`config.mk`:
```
export PLATFORM = sky130hd
export DESIGN_NAME = nsm_spare_mapper
export DESIGN_NICKNAME = d
export VERILOG_FILES = /design/src/rtl/nsm_pkg.sv /design/src/rtl/nsm_geom.sv /design/src/rtl/nsm_walker.sv /design/src/rtl/nsm_addr_fmt.sv /design/src/rtl/nsm_spare_mapper.sv
export SDC_FILE = /design/constraint.sdc
export NUM_CORES = 1
export LEC_CHECK = 0
export ABC_AREA = 1
export BUFFER_PORTS_ARGS = -buffer_cell sky130_fd_sc_hd__buf_2
export CAP_MARGIN = 30
export CORE_AREA = 2 2 95 97
export DETAILED_ROUTE_END_ITERATION = 12
export DIE_AREA = 0 0 97 99
export PLACE_DENSITY_LB_ADDON = 0.15
export SYNTH_ARGS = -nofsm -noshare
export SYNTH_HDL_FRONTEND = slang
export SYNTH_SLANG_ARGS = --single-unit
```
`constraint.sdc`:
```
create_clock -name clk -period 3.84 [get_ports clk]
set_input_delay 0.192 -clock clk [delete_from_list [all_inputs] [get_ports clk]]
set_output_delay 0.192 -clock clk [all_outputs]
set_load 0.05 [all_outputs]
```
`src/rtl/nsm_pkg.sv`:
```
package nsm_pkg;
   typedef enum logic [1:0] {
      ST_IDLE  = 2'd0,
      ST_MAIN  = 2'd1,
      ST_SEEK  = 2'd2,
      ST_SPARE = 2'd3
   } nsm_state_e;
endpackage

```
`src/rtl/nsm_geom.sv`:
```
// Derives the per-buffer share and the index of the last used buffer
// from the latched page code and spare size.
module nsm_geom #(
   parameter int SEL_W = 2,
   parameter int SPR_W = 9,
   parameter int NBUF  = 8,
   localparam int IDX_W = $clog2(NBUF)
) (
   input  logic [SEL_W-1:0] sel_i,
   input  logic [SPR_W-1:0] spare_i,
   output logic [SPR_W-1:0] share_o,
   output logic [IDX_W-1:0] last_o
);
   localparam int MAX_LOG    = (1 << SEL_W) - 1;
   localparam int MAX_CHUNKS = 1 << MAX_LOG;
   localparam int CHK_W      = MAX_LOG + 1;

   logic [SPR_W-1:0] shifted;
   logic [CHK_W-1:0] chunks_m1;

   always_comb begin
      shifted   = spare_i >> sel_i;
      share_o   = {shifted[SPR_W-1:1], 1'b0};
      chunks_m1 = (CHK_W'(1) << sel_i) - CHK_W'(1);
   end

   generate
      if (NBUF >= MAX_CHUNKS) begin : g_direct
         // every chunk has a buffer of its own
         assign last_o = IDX_W'(chunks_m1);
      end else begin : g_clamp
         // more chunks than buffers: the top buffer absorbs the rest
         assign last_o = (chunks_m1 > CHK_W'(NBUF - 1)) ? IDX_W'(NBUF - 1)
                                                         : IDX_W'(chunks_m1);
      end
   endgenerate
endmodule

```
`src/rtl/nsm_walker.sv`:
```
// Sequencer: main phase, seek to the starting buffer, spare phase.
module nsm_walker
   import nsm_pkg::*;
#(
   parameter int SEL_W       = 2,
   parameter int SPR_W       = 9,
   parameter int COL_W       = 13,
   parameter int LEN_W       = 13,
   parameter int NBUF        = 8,
   parameter int CHUNK_BYTES = 512,
   localparam int IDX_W = $clog2(NBUF)
) (
   input  logic             clk,
   input  logic             rst_n,
   input  logic             start_i,
   input  logic [SEL_W-1:0] sel_i,
   input  logic [SPR_W-1:0] spare_i,
   input  logic             spare_only_i,
   input  logic [COL_W-1:0] col_i,
   input  logic [LEN_W-1:0] len_i,
   input  logic [SPR_W-1:0] share_i,
   input  logic [IDX_W-1:0] last_i,
   output logic [SEL_W-1:0] sel_q_o,
   output logic [SPR_W-1:0] spare_q_o,
   output logic             emit_o,
   output logic             in_spare_o,
   output logic [COL_W-1:0] col_o,
   output logic [IDX_W-1:0] idx_o,
   output logic [COL_W-1:0] inner_o,
   output logic             busy_o,
   output logic             done_o
);
   nsm_state_e       state_q, state_n;
   logic [SEL_W-1:0] sel_q, sel_n;
   logic [SPR_W-1:0] spare_q, spare_n;
   logic [COL_W-1:0] col_q, col_n;
   logic [COL_W-1:0] off_q, off_n;
   logic [IDX_W-1:0] idx_q, idx_n;
   logic [LEN_W-1:0] rem_q, rem_n;
   logic             done_q, done_n;

   logic [COL_W-1:0] page_in, page_q, share_w;

   always_comb begin
      page_in = COL_W'(CHUNK_BYTES) << sel_i;
      page_q  = COL_W'(CHUNK_BYTES) << sel_q;
      share_w = COL_W'(share_i);
   end

   always_comb begin
      state_n = state_q;
      sel_n   = sel_q;
      spare_n = spare_q;
      col_n   = col_q;
      off_n   = off_q;
      idx_n   = idx_q;
      rem_n   = rem_q;
      done_n  = 1'b0;
      unique case (state_q)
         ST_IDLE: begin
            if (start_i) begin
               sel_n   = sel_i;
               spare_n = spare_i;
               rem_n   = len_i;
               col_n   = col_i;
               idx_n   = '0;
               if (len_i == '0) begin
                  done_n = 1'b1;
               end else if (spare_only_i) begin
                  off_n   = col_i;
                  state_n = ST_SEEK;
               end else if (col_i >= page_in) begin
                  off_n   = col_i - page_in;
                  state_n = ST_SEEK;
               end else begin
                  state_n = ST_MAIN;
               end
            end
         end
         ST_MAIN: begin
            rem_n = rem_q - LEN_W'(1);
            col_n = col_q + COL_W'(1);
            if (rem_q == LEN_W'(1)) begin
               done_n  = 1'b1;
               state_n = ST_IDLE;
            end else if (col_q + COL_W'(1) == page_q) begin
               off_n   = '0;
               idx_n   = '0;
               state_n = ST_SEEK;
            end
         end
         ST_SEEK: begin
            if (idx_q < last_i && off_q >= share_w) begin
               off_n = off_q - share_w;
               idx_n = idx_q + IDX_W'(1);
            end else begin
               state_n = ST_SPARE;
            end
         end
         ST_SPARE: begin
            rem_n = rem_q - LEN_W'(1);
            if (rem_q == LEN_W'(1)) begin
               done_n  = 1'b1;
               state_n = ST_IDLE;
            end else if (idx_q < last_i && off_q + COL_W'(1) >= share_w) begin
               idx_n = idx_q + IDX_W'(1);
               off_n = '0;
            end else begin
               off_n = off_q + COL_W'(1);
            end
         end
         default: state_n = ST_IDLE;
      endcase
   end

   always_ff @(posedge clk or negedge rst_n) begin
      if (!rst_n) begin
         state_q <= ST_IDLE;
         sel_q   <= '0;
         spare_q <= '0;
         col_q   <= '0;
         off_q   <= '0;
         idx_q   <= '0;
         rem_q   <= '0;
         done_q  <= 1'b0;
      end else begin
         state_q <= state_n;
         sel_q   <= sel_n;
         spare_q <= spare_n;
         col_q   <= col_n;
         off_q   <= off_n;
         idx_q   <= idx_n;
         rem_q   <= rem_n;
         done_q  <= done_n;
      end
   end

   always_comb begin
      sel_q_o    = sel_q;
      spare_q_o  = spare_q;
      emit_o     = (state_q == ST_MAIN) || (state_q == ST_SPARE);
      in_spare_o = (state_q == ST_SPARE);
      col_o      = col_q;
      idx_o      = idx_q;
      inner_o    = off_q;
      busy_o     = (state_q != ST_IDLE);
      done_o     = done_q;
   end
endmodule

```
`src/rtl/nsm_addr_fmt.sv`:
```
// Forms the physical page-memory address for main or spare bytes.
module nsm_addr_fmt #(
   parameter int ADDR_W     = 13,
   parameter int COL_W      = 13,
   parameter int NBUF       = 8,
   parameter int MAIN_BASE  = 0,
   parameter int SPARE_BASE = 'h1000,
   parameter int STRIDE     = 'h40,
   localparam int IDX_W = $clog2(NBUF)
) (
   input  logic              in_spare_i,
   input  logic [COL_W-1:0]  col_i,
   input  logic [IDX_W-1:0]  idx_i,
   input  logic [COL_W-1:0]  inner_i,
   output logic [ADDR_W-1:0] addr_o
);
   logic [ADDR_W-1:0] buf_base;

   generate
      if ((STRIDE & (STRIDE - 1)) == 0) begin : g_shift
         localparam int STR_LOG = $clog2(STRIDE);
         assign buf_base = ADDR_W'(idx_i) << STR_LOG;
      end else begin : g_mult
         assign buf_base = ADDR_W'(idx_i) * ADDR_W'(STRIDE);
      end
   endgenerate

   always_comb begin
      if (in_spare_i)
         addr_o = ADDR_W'(SPARE_BASE) + buf_base + ADDR_W'(inner_i);
      else
         addr_o = ADDR_W'(MAIN_BASE) + ADDR_W'(col_i);
   end
endmodule

```
`src/rtl/nsm_spare_mapper.sv`:
```
module nsm_spare_mapper #(
   parameter int SEL_W       = 2,
   parameter int SPR_W       = 9,
   parameter int COL_W       = 13,
   parameter int LEN_W       = 13,
   parameter int ADDR_W      = 13,
   parameter int NBUF        = 8,
   parameter int CHUNK_BYTES = 512,
   parameter int MAIN_BASE   = 0,
   parameter int SPARE_BASE  = 'h1000,
   parameter int STRIDE      = 'h40,
   localparam int IDX_W = $clog2(NBUF)
) (
   input  logic              clk,
   input  logic              rst_n,
   input  logic              start_i,
   input  logic [SEL_W-1:0]  page_sel_i,
   input  logic [SPR_W-1:0]  spare_size_i,
   input  logic              spare_only_i,
   input  logic [COL_W-1:0]  column_i,
   input  logic [LEN_W-1:0]  length_i,
   output logic [ADDR_W-1:0] addr_o,
   output logic              addr_vld_o,
   output logic              busy_o,
   output logic              done_o
);
   if (NBUF < 2) begin : g_bad_nbuf
      $error("NBUF must be at least 2");
   end
   if (SPR_W > COL_W) begin : g_bad_spr
      $error("SPR_W must not exceed COL_W");
   end
   if (SPARE_BASE + NBUF * STRIDE > (1 << ADDR_W)) begin : g_bad_addr
      $error("spare window does not fit in ADDR_W");
   end
   if (MAIN_BASE + (CHUNK_BYTES << ((1 << SEL_W) - 1)) > SPARE_BASE) begin : g_bad_main
      $error("main area overlaps spare window");
   end

   logic [SEL_W-1:0] sel_q;
   logic [SPR_W-1:0] spare_q;
   logic [SPR_W-1:0] share;
   logic [IDX_W-1:0] last_idx;
   logic             emit, in_spare;
   logic [COL_W-1:0] col, inner;
   logic [IDX_W-1:0] idx;

   nsm_geom #(.SEL_W(SEL_W), .SPR_W(SPR_W), .NBUF(NBUF)) u_geom (
      .sel_i   (sel_q),
      .spare_i (spare_q),
      .share_o (share),
      .last_o  (last_idx)
   );

   nsm_walker #(
      .SEL_W(SEL_W), .SPR_W(SPR_W), .COL_W(COL_W), .LEN_W(LEN_W),
      .NBUF(NBUF), .CHUNK_BYTES(CHUNK_BYTES)
   ) u_walk (
      .clk          (clk),
      .rst_n        (rst_n),
      .start_i      (start_i),
      .sel_i        (page_sel_i),
      .spare_i      (spare_size_i),
      .spare_only_i (spare_only_i),
      .col_i        (column_i),
      .len_i        (length_i),
      .share_i      (share),
      .last_i       (last_idx),
      .sel_q_o      (sel_q),
      .spare_q_o    (spare_q),
      .emit_o       (emit),
      .in_spare_o   (in_spare),
      .col_o        (col),
      .idx_o        (idx),
      .inner_o      (inner),
      .busy_o       (busy_o),
      .done_o       (done_o)
   );

   nsm_addr_fmt #(
      .ADDR_W(ADDR_W), .COL_W(COL_W), .NBUF(NBUF), .MAIN_BASE(MAIN_BASE),
      .SPARE_BASE(SPARE_BASE), .STRIDE(STRIDE)
   ) u_fmt (
      .in_spare_i (in_spare),
      .col_i      (col),
      .idx_i      (idx),
      .inner_i    (inner),
      .addr_o     (addr_o)
   );

   assign addr_vld_o = emit;
endmodule

```
# Word level (Yosys, flattened, before mapping)

Cells that the tools add are included.

Add/sub/neg operators: 9
Multipliers: 0
Divide/modulo/power cells: 0
Order comparisons: 4
Equal/unequal tests: 16
Shift operators: 4
Multiplexer cells: 35
Bitwise logic cells: 0
Reductions and logical operators: 15

Operators by type and width:

| cell                    | count |
|---|---|
| $mux W13                | 12 |
| $pmux W13 S2            | 2 |
| $pmux W13 S4            | 1 |
| $add A13 B1 Y13 const B | 2 |
| $ge A13 B9 Y1           | 2 |
| $shl A10 B2 Y13 const A | 2 |
| $mux W3                 | 6 |
| $mux W2                 | 8 |
| $add A13 B13 Y13        | 1 |
| $add A13 B9 Y13 const A | 1 |
| $eq A13 B1 Y1 const B   | 1 |
| $eq A13 B13 Y1          | 1 |
| $ge A13 B13 Y1          | 1 |
| $logic_not A13 Y1       | 1 |
| $sub A13 B1 Y13 const B | 1 |
| $sub A13 B13 Y13        | 1 |
| $sub A13 B9 Y13         | 1 |
| $pmux W3 S4             | 1 |
| $ne A2 B2 Y1 const B    | 5 |
| $shr A9 B2 Y9           | 1 |
| $ne A2 B1 Y1 const B    | 4 |
| $pmux W2 S4             | 1 |
| $reduce_and A7 Y1       | 1 |
| $reduce_and A2 Y1       | 3 |
| other kinds (17)        | 23 |

Bits in registers: 56
Bits in latches: 0
Memory bits (writable): 0
ROM bits: 0
Input bits: 41
Word-level logic and storage cells: 91
Memories kept: 0

# Longest topological paths before layout

Gate-level depths: netlist of run 1.

Depth in word-level cells: 7
Depth in mapped cells: 21
Mapped depth without buffers: 19

# Modules after synthesis

From an unflattened synthesis of run 1, not the netlist that was laid out.

Cell total of the unflattened synthesis: 868
Area total of the unflattened synthesis: 5417.7 um2

By module, submodules not included:

| module       | times used | cells each | area an instance (um2) |
|---|---|---|---|
| nsm_walker   | 1          | 740        | 4814.6 |
| nsm_addr_fmt | 1          | 75         | 360.3 |
| nsm_geom     | 1          | 53         | 242.7 |

# Worst setup path after synthesis of run 1

No wires, ideal clock.

Path type: reg2out
Start: register u_walk.off_q[6] (netlist: u_walk.inner_o[6])
End: output addr_o[12]
Arrival time: 2.825 ns
Path slack: 0.823 ns
Stages on the path, launching flop included: 9
Buffers on the path: 0
Cells stage by stage: dfrtp_1 > ha_1 > inv_1 > fa_1 > or2_2 > a21oi_1 > nand3_1 > xor2_1 > o21ai_0

Longest elaborated chain between the ends: 2

RTL lines:

| item                   | line                   | source |
|---|---|---|
| from (decl)            | nsm_walker.sv:37       | `logic [COL_W-1:0] off_q, off_n;` |
| from (signal assigned) | nsm_walker.sv:131      | `off_q <= off_n;` |
| $add A13 B13 Y13       | nsm_addr_fmt.sv:30     | `addr_o = ADDR_W'(SPARE_BASE) + buf_base + ADDR_W'(inner_i);` |
| $mux W13               | nsm_addr_fmt.sv:29     | `if (in_spare_i)` |
| to (decl)              | nsm_spare_mapper.sv:22 | `output logic [ADDR_W-1:0] addr_o,` |

No other way between the ends.

# Worst setup path after layout of run 1

Start: register u_walk.sel_q[0] (netlist: u_walk.sel_q_o[0])
End: register u_walk.off_q[5] (netlist: u_walk.inner_o[5])

Longest elaborated chain between the ends: 7
Elaborated cells on any way between the ends: 18
Those cells by class: add/sub (2); order compare (3); eq/ne (3); shift (3); mux (4); reduce/logical (3)

RTL lines:

| item                   | line                                | source |
|---|---|---|
| from (decl)            | nsm_walker.sv:34                    | `logic [SEL_W-1:0] sel_q, sel_n;` |
| from (signal assigned) | nsm_walker.sv:128                   | `sel_q <= sel_n;` |
| $shl A1 B2 Y3          | nsm_geom.sv:24                      | `chunks_m1 = (CHK_W'(1) << sel_i) - CHK_W'(1);` |
| $sub A3 B2 Y3          | nsm_geom.sv:24                      |  |
| $lt A3 B3 Y1           | nsm_walker.sv:93, nsm_walker.sv:105 |  |
| $logic_and A1 B1 Y1    | nsm_walker.sv:105                   | `end else if (idx_q < last_i && off_q + COL_W'(1) >= share_w) begin` |
| $mux W13               | nsm_walker.sv:105                   |  |
| $mux W13               | nsm_walker.sv:102                   | `if (rem_q == LEN_W'(1)) begin` |
| $pmux W13 S4           | nsm_walker.sv:59                    | `unique case (state_q)` |

Parallel ways exist; a longest one is shown, timed or not. The select of a mux whose other input is x is not followed.
A chain may end at the register's enable or synchronous reset.

==> summary.txt, run 1 <==
========================================================================================================
Cell Area, Placed                                                                              5390 um^2
Worst vdd ir                                                                                      427 uV
Crit path max fanout                                                                                  14
Die extent in y                                                                                    99 um
H-tree levels                                                                                          2
EDFF count, synth                                                                                      0
Clock tree from TritonCTS                                                                           done
Largest net degree at the start of global routing                                                     56
Part of the Yosys area used for sequential elements                                                27.4%
Hold buffers post-CTS                                                                                  0
Antenna violations before repair                                                                       0
Cells on worst reg2reg path                                                                           17
Core region area                                                                               8550 um^2
DRT iter0 DRCs                                                                                       531
Via total after detailed routing                                                                    5388
Startpoint class of the critical path                                                               flop
Worst Setup Path Type                                                                       flop to flop
Total of buffers placed on input and output ports                                                     55
Setup repair after global routing missed its margin                                                   no
Overall routed net length                                                                        15.1 mm
Commonest non-fill, non-tap cell in the layout                                              sky130_fd_sc_hd__nand2_1
Length of the first detailed-routing pass in iterations                                                7
Max Buffers Root-to-Sink                                                                               2
Post-synthesis async set-or-reset flop share                                                        100%
Wire length of the first global-routing pass                                                     24.7 mm
Commonest cells after routing, fill and taps aside                                          sky130_fd_sc_hd__nand2_1 (232), sky130_fd_sc_hd__inv_1 (89), sky130_fd_sc_hd__nor2_1 (77)
Residual antenna-violating net count after detailed routing                                            0
Total inserted antenna cells                                                                           0
Predominant post-synthesis flop cell                                                        sky130_fd_sc_hd__dfrtp_1
Area Growth Syn to Fin                                                                             9.04%
Total nets after synthesis                                                                           855
Max-slew headroom at the worst pin                                                                 48.4%
Count of cells resized by post-cts repair                                                              0
Sequential fraction of design power                                                                22.3%
Clock share of power                                                                                6.3%
Final design instance area without fill                                                        5480 um^2
Average cell area after synthesis                                                              6.43 um^2
Worst slack after detailed placement                                                              481 ps
Minimum setup slack among reg-to-reg paths                                                        410 ps
Share of cell area taken by muxes after synthesis                                                     0%
Non-filler cells in the finished layout                                                              939
Post-synthesis instance total                                                                        782
Clock network latency to the later pin of the worst-skew pair                                     320 ps
Dominant combinational cell family by area after synthesis                                  simple AND/OR/NAND/NOR gates
Net switching power figure                                                                       3.38 mW
Floorplan die width                                                                                97 um
Share of post-route cells with drive strength above 1                                              11.4%
Gate power share                                                                                   71.4%
Sum of internal, switching and leakage power                                                     5.62 mW
Total gr overflow                                                                                      0
Max-capacitance violation count                                                                        0
RePlAce Congestion                                                                                  1.05
Die area                                                                                       9600 um^2
Run status                                                                                  finished, final reports clean
Max Freq                                                                                       0.292 GHz
Post-synthesis xor/xnor area fraction                                                              3.58%
Max-slew violations                                                                                    0
Via count of the first global-routing pass                                                          4981
Crit path required time                                                                          4050 ps
Final worst path period share                                                                      89.3%
Row cnt                                                                                               34
Data arrival, critical path                                                                      3640 ps
Post-layout min period                                                                           3430 ps
Per-cell routed wire length                                                                      16.1 um
Worst hold-check path type                                                                  primary input to asynchronous set/reset pin
Total internal power                                                                             2.24 mW
I/O pin count                                                                                         57
Final total negative setup slack                                                                    0 ps
Worst hold margin                                                                                3.03 ps
Placed wire-length estimate                                                                      11.7 mm
Worst-margin pin slew                                                                             774 ps
CTS root buf                                                                                sky130_fd_sc_hd__clkbuf_8
Leakage power figure                                                                             2.83 nW
Crit end category                                                                                   flop
Compound-Gate Fraction of Synth Area                                                               16.3%
Hold Vio Cnt, Final                                                                                    0
Number of library cell types mapped by synthesis                                                      42
Post-Synth Simple-Gate Area                                                                        35.3%
Number of placed instances, taps included                                                            931
Number of buffers created by CTS                                                                       5
Post-detailed-route via-to-cell ratio                                                               5.74
Adder-cell area share of the yosys netlist                                                         8.26%
Power per cell area                                                                         1020 nW/um^2
Synthesis Warnings                                                                                     0
Initial standard-cell utilization of the core                                                      58.8%
DRC violation count after routing                                                                      0
Mapped cell area                                                                               5030 um^2
Final net count                                                                                      903
Final-layout fill cell count                                                                         784
Net Sw Frac                                                                                        60.2%
Worst Skew                                                                                       9.87 ps
All-Layer GR Usage                                                                                 31.9%
Utilization of the core after routing                                                              64.1%
Fin worst setup slack                                                                             413 ps
# Post-CTS Setup Buffers                                                                               0
Number of sinks handled by clock tree synthesis                                                       55
FF+latch count, synth                                                                                 55
Number of setup violations in the final report                                                         0
Post-CTS clock slew at the launch and capture registers of the worst setup and hold paths         110 ps
RR Startpoint                                                                               u_walk.sel_q_o[0]
Worst r2r dst                                                                               u_walk.inner_o[5]
========================================================================================================
## synth_stat cells (4+ instances only)
library cell / n / area share, %
sky130_fd_sc_hd__nor2_1: 78 / 5.8
sky130_fd_sc_hd__o22ai_1: 11 / 1.4
sky130_fd_sc_hd__nor2_4: 4 / 0.90
sky130_fd_sc_hd__a22oi_1: 5 / 0.75
sky130_fd_sc_hd__ha_1: 30 / 7.5
sky130_fd_sc_hd__nand3b_1: 4 / 0.60
sky130_fd_sc_hd__nand3_1: 58 / 5.8
sky130_fd_sc_hd__nor4_1: 4 / 0.50
sky130_fd_sc_hd__xor2_1: 15 / 2.6
sky130_fd_sc_hd__o211ai_1: 9 / 1.3
sky130_fd_sc_hd__clkbuf_1: 11 / 0.82
sky130_fd_sc_hd__a21oi_1: 37 / 3.7
sky130_fd_sc_hd__nor3_1: 5 / 0.50
sky130_fd_sc_hd__nand4_1: 15 / 1.9
sky130_fd_sc_hd__inv_1: 89 / 6.6
sky130_fd_sc_hd__o21ai_0: 71 / 7.1
sky130_fd_sc_hd__nand2_1: 232 / 17
sky130_fd_sc_hd__dfrtp_1: 55 / 27
sky130_fd_sc_hd__or2_2: 6 / 0.75
## power by group through the flow
| stage | clock network, mW | logic (mW) | registers [mW] |
|---|---|---|---|
| finish | 0.352 | 4.01 | 1.25 |
| global route | 0.382 | 4.50 | 1.29 |
| CTS | 0.356 | 3.94 | 1.24 |
| detailed placement | 0 | 3.92 | 1.25 |
| global placement | 0 | 3.83 | 1.24 |
| floorplan | 0 | 3.13 | 1.08 |
## logic make-up after synthesis
| family | count (synthesis) |
|---|---|
| DFF | 55 |
| and+or+nand+nor | 414 |
| adders and majority gates | 32 |
| buffers and inverters | 116 |
| xor gates and xnor gates | 19 |
| AOI/OAI and AO/OA | 146 |
## critical path: stages (launching register included)
cell and delay (ps):
sky130_fd_sc_hd__dfrtp_1 500, sky130_fd_sc_hd__inv_1 140, sky130_fd_sc_hd__nor2_1 250, sky130_fd_sc_hd__a22oi_1 100
sky130_fd_sc_hd__o21ai_0 190, sky130_fd_sc_hd__ha_1 260, sky130_fd_sc_hd__inv_1 60, sky130_fd_sc_hd__fa_1 430
sky130_fd_sc_hd__a21oi_1 150, sky130_fd_sc_hd__o21ai_0 150, sky130_fd_sc_hd__a21oi_1 240, sky130_fd_sc_hd__nand3_1 140
sky130_fd_sc_hd__nand3_1 100, sky130_fd_sc_hd__nand2_1 100, sky130_fd_sc_hd__nand3_4 210, sky130_fd_sc_hd__inv_4 130
sky130_fd_sc_hd__nand2_1 90, sky130_fd_sc_hd__o21ai_0 70
## metal layers
metal | vias up | track usage [%] | routed length, um
met5 | - | 0 | 0
met4 | 0 | 11.6 | 434
met3 | 34 | 5.53 | 1260
met2 | 228 | 49.9 | 6790
met1 | 2471 | 44.6 | 6620
li1 | 2655 | - | -
## how the worst max path moves through the flow
stage / endpoint / from / slack (ps)
floorplan: addr_o[12] / u_walk.inner_o[6] / 820
global placement: u_walk.inner_o[10] / u_walk.sel_q_o[0] / 610
detailed placement: u_walk.inner_o[10] / u_walk.sel_q_o[0] / 480
CTS: u_walk.inner_o[10] / u_walk.sel_q_o[0] / 450
global route: u_walk.inner_o[5] / u_walk.sel_q_o[0] / 10
finish: u_walk.inner_o[5] / u_walk.sel_q_o[0] / 410
## flip-flops by register name, indices dropped and copies added (netlist names)
signal / count
u_walk.state_q: 2
u_walk.done_o: 1
u_walk.idx_o: 3
u_walk.sel_q_o: 2
u_walk.spare_q_o: 8
u_walk.rem_q: 13
u_walk.col_o: 13
u_walk.inner_o: 13
## final cells by class
type	instances	area [um^2]	area share (%)
multi-input combinational	611	3190	58.2
sequential	55	1380	25.1
inverter	96	363	6.62
timing repair buffer	61	320	5.84
tap	108	135	2.47
clock buffer	5	68.8	1.26
clock inverter	3	25.0	0.457
No activity file was read; power rests on OpenSTA's default activity.
==> run 2: changes to the inputs <==
Settings changed: CORE_AREA 2 2 95 97 to 2 2 109 111, DIE_AREA 0 0 97 99 to 0 0 111 113.
==> run 2 against run 1 <==
  * Global-route usage shrank 5.5 points
  * Via count grew 0.63%
  * Cell count grew 4.0%
  * Register-to-register slack gained 20 ps
  * Die area rose by 31%
  * Critical path depth shrank 1
  * Maximum frequency increased by 0.68%
  * Count of clock-buffer cells in the layout stayed put
  * Worst setup slack better by 23 ps
  * First-iteration DRC count is 7.2% higher
  * Core utilization decreased by 14 points
  * Largest cell class unchanged
==> summary.txt, run 2 (synthesis results as in run 1) <==
========================================================================================================
Run status                                                                                  finished, final reports clean
Length of the first detailed-routing pass in iterations                                                6
DRT iter0 DRCs                                                                                       569
Number of placed instances, taps included                                                            968
Hold Vio Cnt, Final                                                                                    0
Post-layout min period                                                                           3400 ps
Total inserted antenna cells                                                                           0
Overall routed net length                                                                        16.2 mm
DRC violation count after routing                                                                      0
Commonest cells after routing, fill and taps aside                                          sky130_fd_sc_hd__nand2_1 (232), sky130_fd_sc_hd__inv_1 (89), sky130_fd_sc_hd__nor2_1 (77)
Leakage power figure                                                                             2.87 nW
Utilization of the core after routing                                                              49.7%
Worst-margin pin slew                                                                             728 ps
Critical-path cell with the highest stage delay                                             sky130_fd_sc_hd__dfrtp_1
End point of the worst hold path                                                            u_walk.spare_q_o[6]
Worst hold margin                                                                                76.9 ps
Max-capacitance violation count                                                                        0
Final net count                                                                                      906
RePlAce Congestion                                                                                 0.989
Hold buffers post-CTS                                                                                  1
WP buf/inv                                                                                             2
Largest net degree at the start of global routing                                                     30
Kind of cell adding the most delay to the critical path                                     simple AND/OR/NAND/NOR gates
Floorplan die width                                                                               111 um
Die extent in y                                                                                   113 um
Clock tree from TritonCTS                                                                           done
CTS root buf                                                                                sky130_fd_sc_hd__clkbuf_16
Total of buffers placed on input and output ports                                                     55
Sum of internal, switching and leakage power                                                     5.80 mW
Final design instance area without fill                                                        5610 um^2
Antenna violations before repair                                                                       0
Per-cell routed wire length                                                                      16.6 um
Delay of the slowest cell on the worst path                                                       460 ps
Core region area                                                                              11300 um^2
Max Freq                                                                                       0.294 GHz
Worst Skew                                                                                       8.81 ps
Most used cell, CP                                                                          sky130_fd_sc_hd__o21ai_0
Die area                                                                                      12500 um^2
Hold_sp                                                                                     spare_size_i[6]
Area Growth Syn to Fin                                                                             11.6%
Max-slew violations                                                                                    0
All-Layer GR Usage                                                                                 26.3%
Fin worst setup slack                                                                             436 ps
Number of setup violations in the final report                                                         0
I/O pin count                                                                                         57
Setup repair after global routing missed its margin                                                   no
Power per cell area                                                                         1040 nW/um^2
Number of buffers created by CTS                                                                       5
RR Startpoint                                                                               u_walk.sel_q_o[0]
Worst hold-check path type                                                                  primary input to flop
Worst Setup Path Type                                                                       flop to flop
Placed wire-length estimate                                                                      12.6 mm
Non-filler cells in the finished layout                                                              977
Cells on worst reg2reg path                                                                           16
Wire length of the first global-routing pass                                                     26.3 mm
Final worst path period share                                                                      88.7%
Minimum setup slack among reg-to-reg paths                                                        440 ps
Startpoint class of the critical path                                                               flop
Post-detailed-route via-to-cell ratio                                                               5.55
Worst r2r dst                                                                               u_walk.inner_o[5]
Crit end category                                                                                   flop
Row cnt                                                                                               39
Ordered list of cells on the worst path                                                     nor2_1 > a22oi_1 > o21ai_0 > ha_1 > inv_1 > fa_1 > a21oi_1 > o21ai_0 > a21oi_1 > nand3_1 > nand3_1 > nand2_1 > nand3_4 > inv_4 > nand2_1 > o21ai_0
Clock network latency to the later pin of the worst-skew pair                                     310 ps
Crit path required time                                                                          4040 ps
Post-CTS clock slew at the launch and capture registers of the worst setup and hold paths          80 ps
Commonest non-fill, non-tap cell in the layout                                              sky130_fd_sc_hd__nand2_1
Count of cells resized by post-cts repair                                                              0
Total gr overflow                                                                                      0
Count of cells along the worst hold path                                                               3
# Post-CTS Setup Buffers                                                                               0
Number of sinks handled by clock tree synthesis                                                       55
Via count of the first global-routing pass                                                          5001
Final total negative setup slack                                                                    0 ps
Crit path max fanout                                                                                  14
Max-slew headroom at the worst pin                                                                 51.3%
Cell Area, Placed                                                                              5450 um^2
Data arrival, critical path                                                                      3600 ps
Via total after detailed routing                                                                    5422
Worst vdd ir                                                                                      444 uV
Residual antenna-violating net count after detailed routing                                            0
H-tree levels                                                                                          2
Max Buffers Root-to-Sink                                                                               2
Share of post-route cells with drive strength above 1                                              11.6%
Worst slack after detailed placement                                                              514 ps
Initial standard-cell utilization of the core                                                      44.6%
========================================================================================================
==> run 2: how the worst max path moves through the flow <==
stage | from | end | slack, ps | cells after the start
floorplan | u_walk.inner_o[6] | addr_o[12] | 820 | 8
CTS | u_walk.sel_q_o[0] | u_walk.inner_o[10] | 490 | 16
global route | u_walk.sel_q_o[0] | u_walk.inner_o[5] | 30 | 17
global placement | u_walk.sel_q_o[0] | u_walk.inner_o[10] | 580 | 17
detailed placement | u_walk.sel_q_o[0] | u_walk.inner_o[10] | 510 | 16
finish | u_walk.sel_q_o[0] | u_walk.inner_o[5] | 440 | 16
==> run 2: power by group <==
part | internal [mW] | switching (mW) | total [mW]
Sequential | 0.861 | 0.383 | 1.24
Clock | 0.249 | 0.254 | 0.503
Combinational | 1.26 | 2.79 | 4.06
==> run 2: area by class of cell <==
class | count | area, um^2
clock buffers | 5 | 125
clock inverters | 3 | 26.3
fillers | 1142 | 5670
inverters | 96 | 363
multi-input cells | 611 | 3190
flip-flops and latches | 55 | 1380
well taps | 143 | 179
repair buffers | 64 | 345
==> run 2: layer usage <==
metal	up-vias	GRT usage [%]	part of all wire [%]
li1	2679	-	-
met1	2484	37.4	44
met2	231	40.4	44
met3	28	5.09	8.8
met4	0	9.08	2.8
met5	-	0	0
==> run 2: worst reg2reg max path: cells and delay by family (launching register included) <==
family,cells,cell delay (ps)
simple gates,6,1060
flops,1,460
buf+inv,2,190
fa+ha+maj,2,650
compound gates,6,920
==> run 3: changes to the inputs <==
Settings changed: CORE_AREA 2 2 109 111 to 2 2 126 97, DIE_AREA 0 0 111 113 to 0 0 128 99.
==> run 3 against run 2 <==
  * Via count is 1.4% lower
  * Largest cell class unchanged
  * Sequential share of layout area is 0.066 points higher
  * Power is 0.75% lower
==> summary.txt, run 3 (synthesis results as in run 1) <==
========================================================================================================
Startpoint class of the critical path                                                               flop
Max Freq                                                                                       0.288 GHz
Post-CTS clock slew at the launch and capture registers of the worst setup and hold paths          80 ps
Delay of the slowest cell on the worst path                                                       480 ps
Commonest non-fill, non-tap cell in the layout                                              sky130_fd_sc_hd__nand2_1
Setup repair after global routing missed its margin                                                   no
DRT iter0 DRCs                                                                                       422
Max-slew violations                                                                                    0
Via count of the first global-routing pass                                                          4961
Share of post-route cells with drive strength above 1                                              11.4%
Worst Skew                                                                                       7.52 ps
Initial standard-cell utilization of the core                                                      44.1%
Placed wire-length estimate                                                                      12.2 mm
Total inserted antenna cells                                                                           0
Total gr overflow                                                                                      0
Post-detailed-route via-to-cell ratio                                                               5.48
Core region area                                                                              11400 um^2
Power per cell area                                                                         1030 nW/um^2
Critical-path cell with the highest stage delay                                             sky130_fd_sc_hd__dfrtp_1
# Post-CTS Setup Buffers                                                                               0
Antenna violations before repair                                                                       0
Length of the first detailed-routing pass in iterations                                                5
Final design instance area without fill                                                        5590 um^2
Count of cells resized by post-cts repair                                                              0
Max-capacitance violation count                                                                        0
Residual antenna-violating net count after detailed routing                                            0
H-tree levels                                                                                          2
Final total negative setup slack                                                                    0 ps
I/O pin count                                                                                         57
DRC violation count after routing                                                                      0
Clock network latency to the later pin of the worst-skew pair                                     310 ps
RePlAce Congestion                                                                                 0.958
Final net count                                                                                      904
Post-layout min period                                                                           3470 ps
Cell Area, Placed                                                                              5430 um^2
Crit path max fanout                                                                                  14
Worst-margin pin slew                                                                             739 ps
Number of setup violations in the final report                                                         0
All-Layer GR Usage                                                                                 25.3%
Floorplan die width                                                                               128 um
Max Buffers Root-to-Sink                                                                               2
Number of sinks handled by clock tree synthesis                                                       55
Max-slew headroom at the worst pin                                                                 50.7%
Crit path required time                                                                          4020 ps
Row cnt                                                                                               34
Commonest cells after routing, fill and taps aside                                          sky130_fd_sc_hd__nand2_1 (232), sky130_fd_sc_hd__inv_1 (89), sky130_fd_sc_hd__nor2_1 (77)
Crit end category                                                                                   flop
Per-cell routed wire length                                                                      16.0 um
Most used cell, CP                                                                          sky130_fd_sc_hd__o21ai_0
Worst vdd ir                                                                                      324 uV
CTS root buf                                                                                sky130_fd_sc_hd__clkbuf_16
Largest net degree at the start of global routing                                                     36
Data arrival, critical path                                                                      3650 ps
Worst hold-check path type                                                                  primary input to flop
Wire length of the first global-routing pass                                                     25.4 mm
Hold Vio Cnt, Final                                                                                    0
Leakage power figure                                                                             2.86 nW
Via total after detailed routing                                                                    5346
Total of buffers placed on input and output ports                                                     55
Die extent in y                                                                                    99 um
Ordered list of cells on the worst path                                                     inv_1 > nor2_1 > buf_4 > a22oi_1 > o21ai_0 > ha_1 > inv_1 > fa_1 > a21oi_1 > o21ai_0 > a21oi_1 > nand3_1 > nand3_1 > nand2_1 > nand3_4 > inv_4 > nand2_1 > o21ai_0
Die area                                                                                      12700 um^2
Final worst path period share                                                                      90.3%
Run status                                                                                  finished, final reports clean
Area Growth Syn to Fin                                                                             11.3%
Clock tree from TritonCTS                                                                           done
Worst Setup Path Type                                                                       flop to flop
Overall routed net length                                                                        15.6 mm
Number of buffers created by CTS                                                                       5
========================================================================================================
## run 3: cell count changes in the layout (fill, tap and decap cells not counted), sizes merged
cell / previous run / this run
clkinv: 4 / 5
buf: 63 / 61
clkinvlp: 0 / 1
inv: 95 / 93
## run 3: area by class of cell
cell class / count / area (um^2)
clock buffers: 5 / 125
inverters: 96 / 363
well taps: 144 / 180
repair buffers: 62 / 330
clock inverters: 3 / 25.0
fillers: 1182 / 5810
flip-flops and latches: 55 / 1380
multi-input cells: 611 / 3190
## run 3: what timing repair did
| action | CTS | global route |
|---|---|---|
| endpoints found under the hold margin | 20 | 0 |
| endpoints found under the setup margin | 0 | 0 |
| hold buffers | 1 | 0 |
## run 3: routing by layer
| layer | track usage (%) | up-vias | wire, um |
|---|---|---|---|
| met5 | 0 | - | 0 |
| met4 | 6.17 | 0 | 239 |
| met3 | 3.80 | 14 | 1150 |
| met2 | 39.2 | 201 | 6820 |
| met1 | 37.2 | 2463 | 7390 |
| li1 | - | 2668 | - |
## run 3: path summary, 6_finish.rpt
| path | slack [ps] | end | startpoint | cells after the start |
|---|---|---|---|---|
| min in group asynchronous | 370 | u_walk.rem_q[9] | rst_n | 2 |
| worst min register to register | 530 | u_walk.spare_q_o[6] | u_walk.spare_q_o[6] | 2 |
| worst min-delay path | 80 | u_walk.spare_q_o[6] | spare_size_i[6] | 3 |
| worst max-delay path | 370 | u_walk.inner_o[10] | u_walk.sel_q_o[0] | 18 |
| worst max register to register | 370 | u_walk.inner_o[10] | u_walk.sel_q_o[0] | 18 |
| max in group asynchronous | 2600 | u_walk.inner_o[12] | rst_n | 3 |
## run 3: through the flow
stage                     total power, mW  worst slack, ps  util [%]  hold WS (ps)  cells
after CTS                            5.72              432      49.0          81.7    976
after global routing                 6.31             5.50      49.0          80.8    976
after global placement               5.12              538      47.6           175    967
after floorplan                      4.21              823         -          -104    782
after detailed placement             5.21              465      47.6           177    967
final                                5.76              371      49.0          82.9    976
## run 3: worst max-delay path, delay by kind of cell (launching register included)
kind	cells	cell delay, ps
buf+inv	4	490
fa+ha+maj	2	670
flops	1	480
compound gates	6	840
simple gates	6	860
## run 3: power by group
group	total (mW)	switching, mW	internal [mW]
Sequential	1.22	0.361	0.861
Clock	0.489	0.243	0.245
Combinational	4.05	2.80	1.25
Total	5.76	3.40	2.36
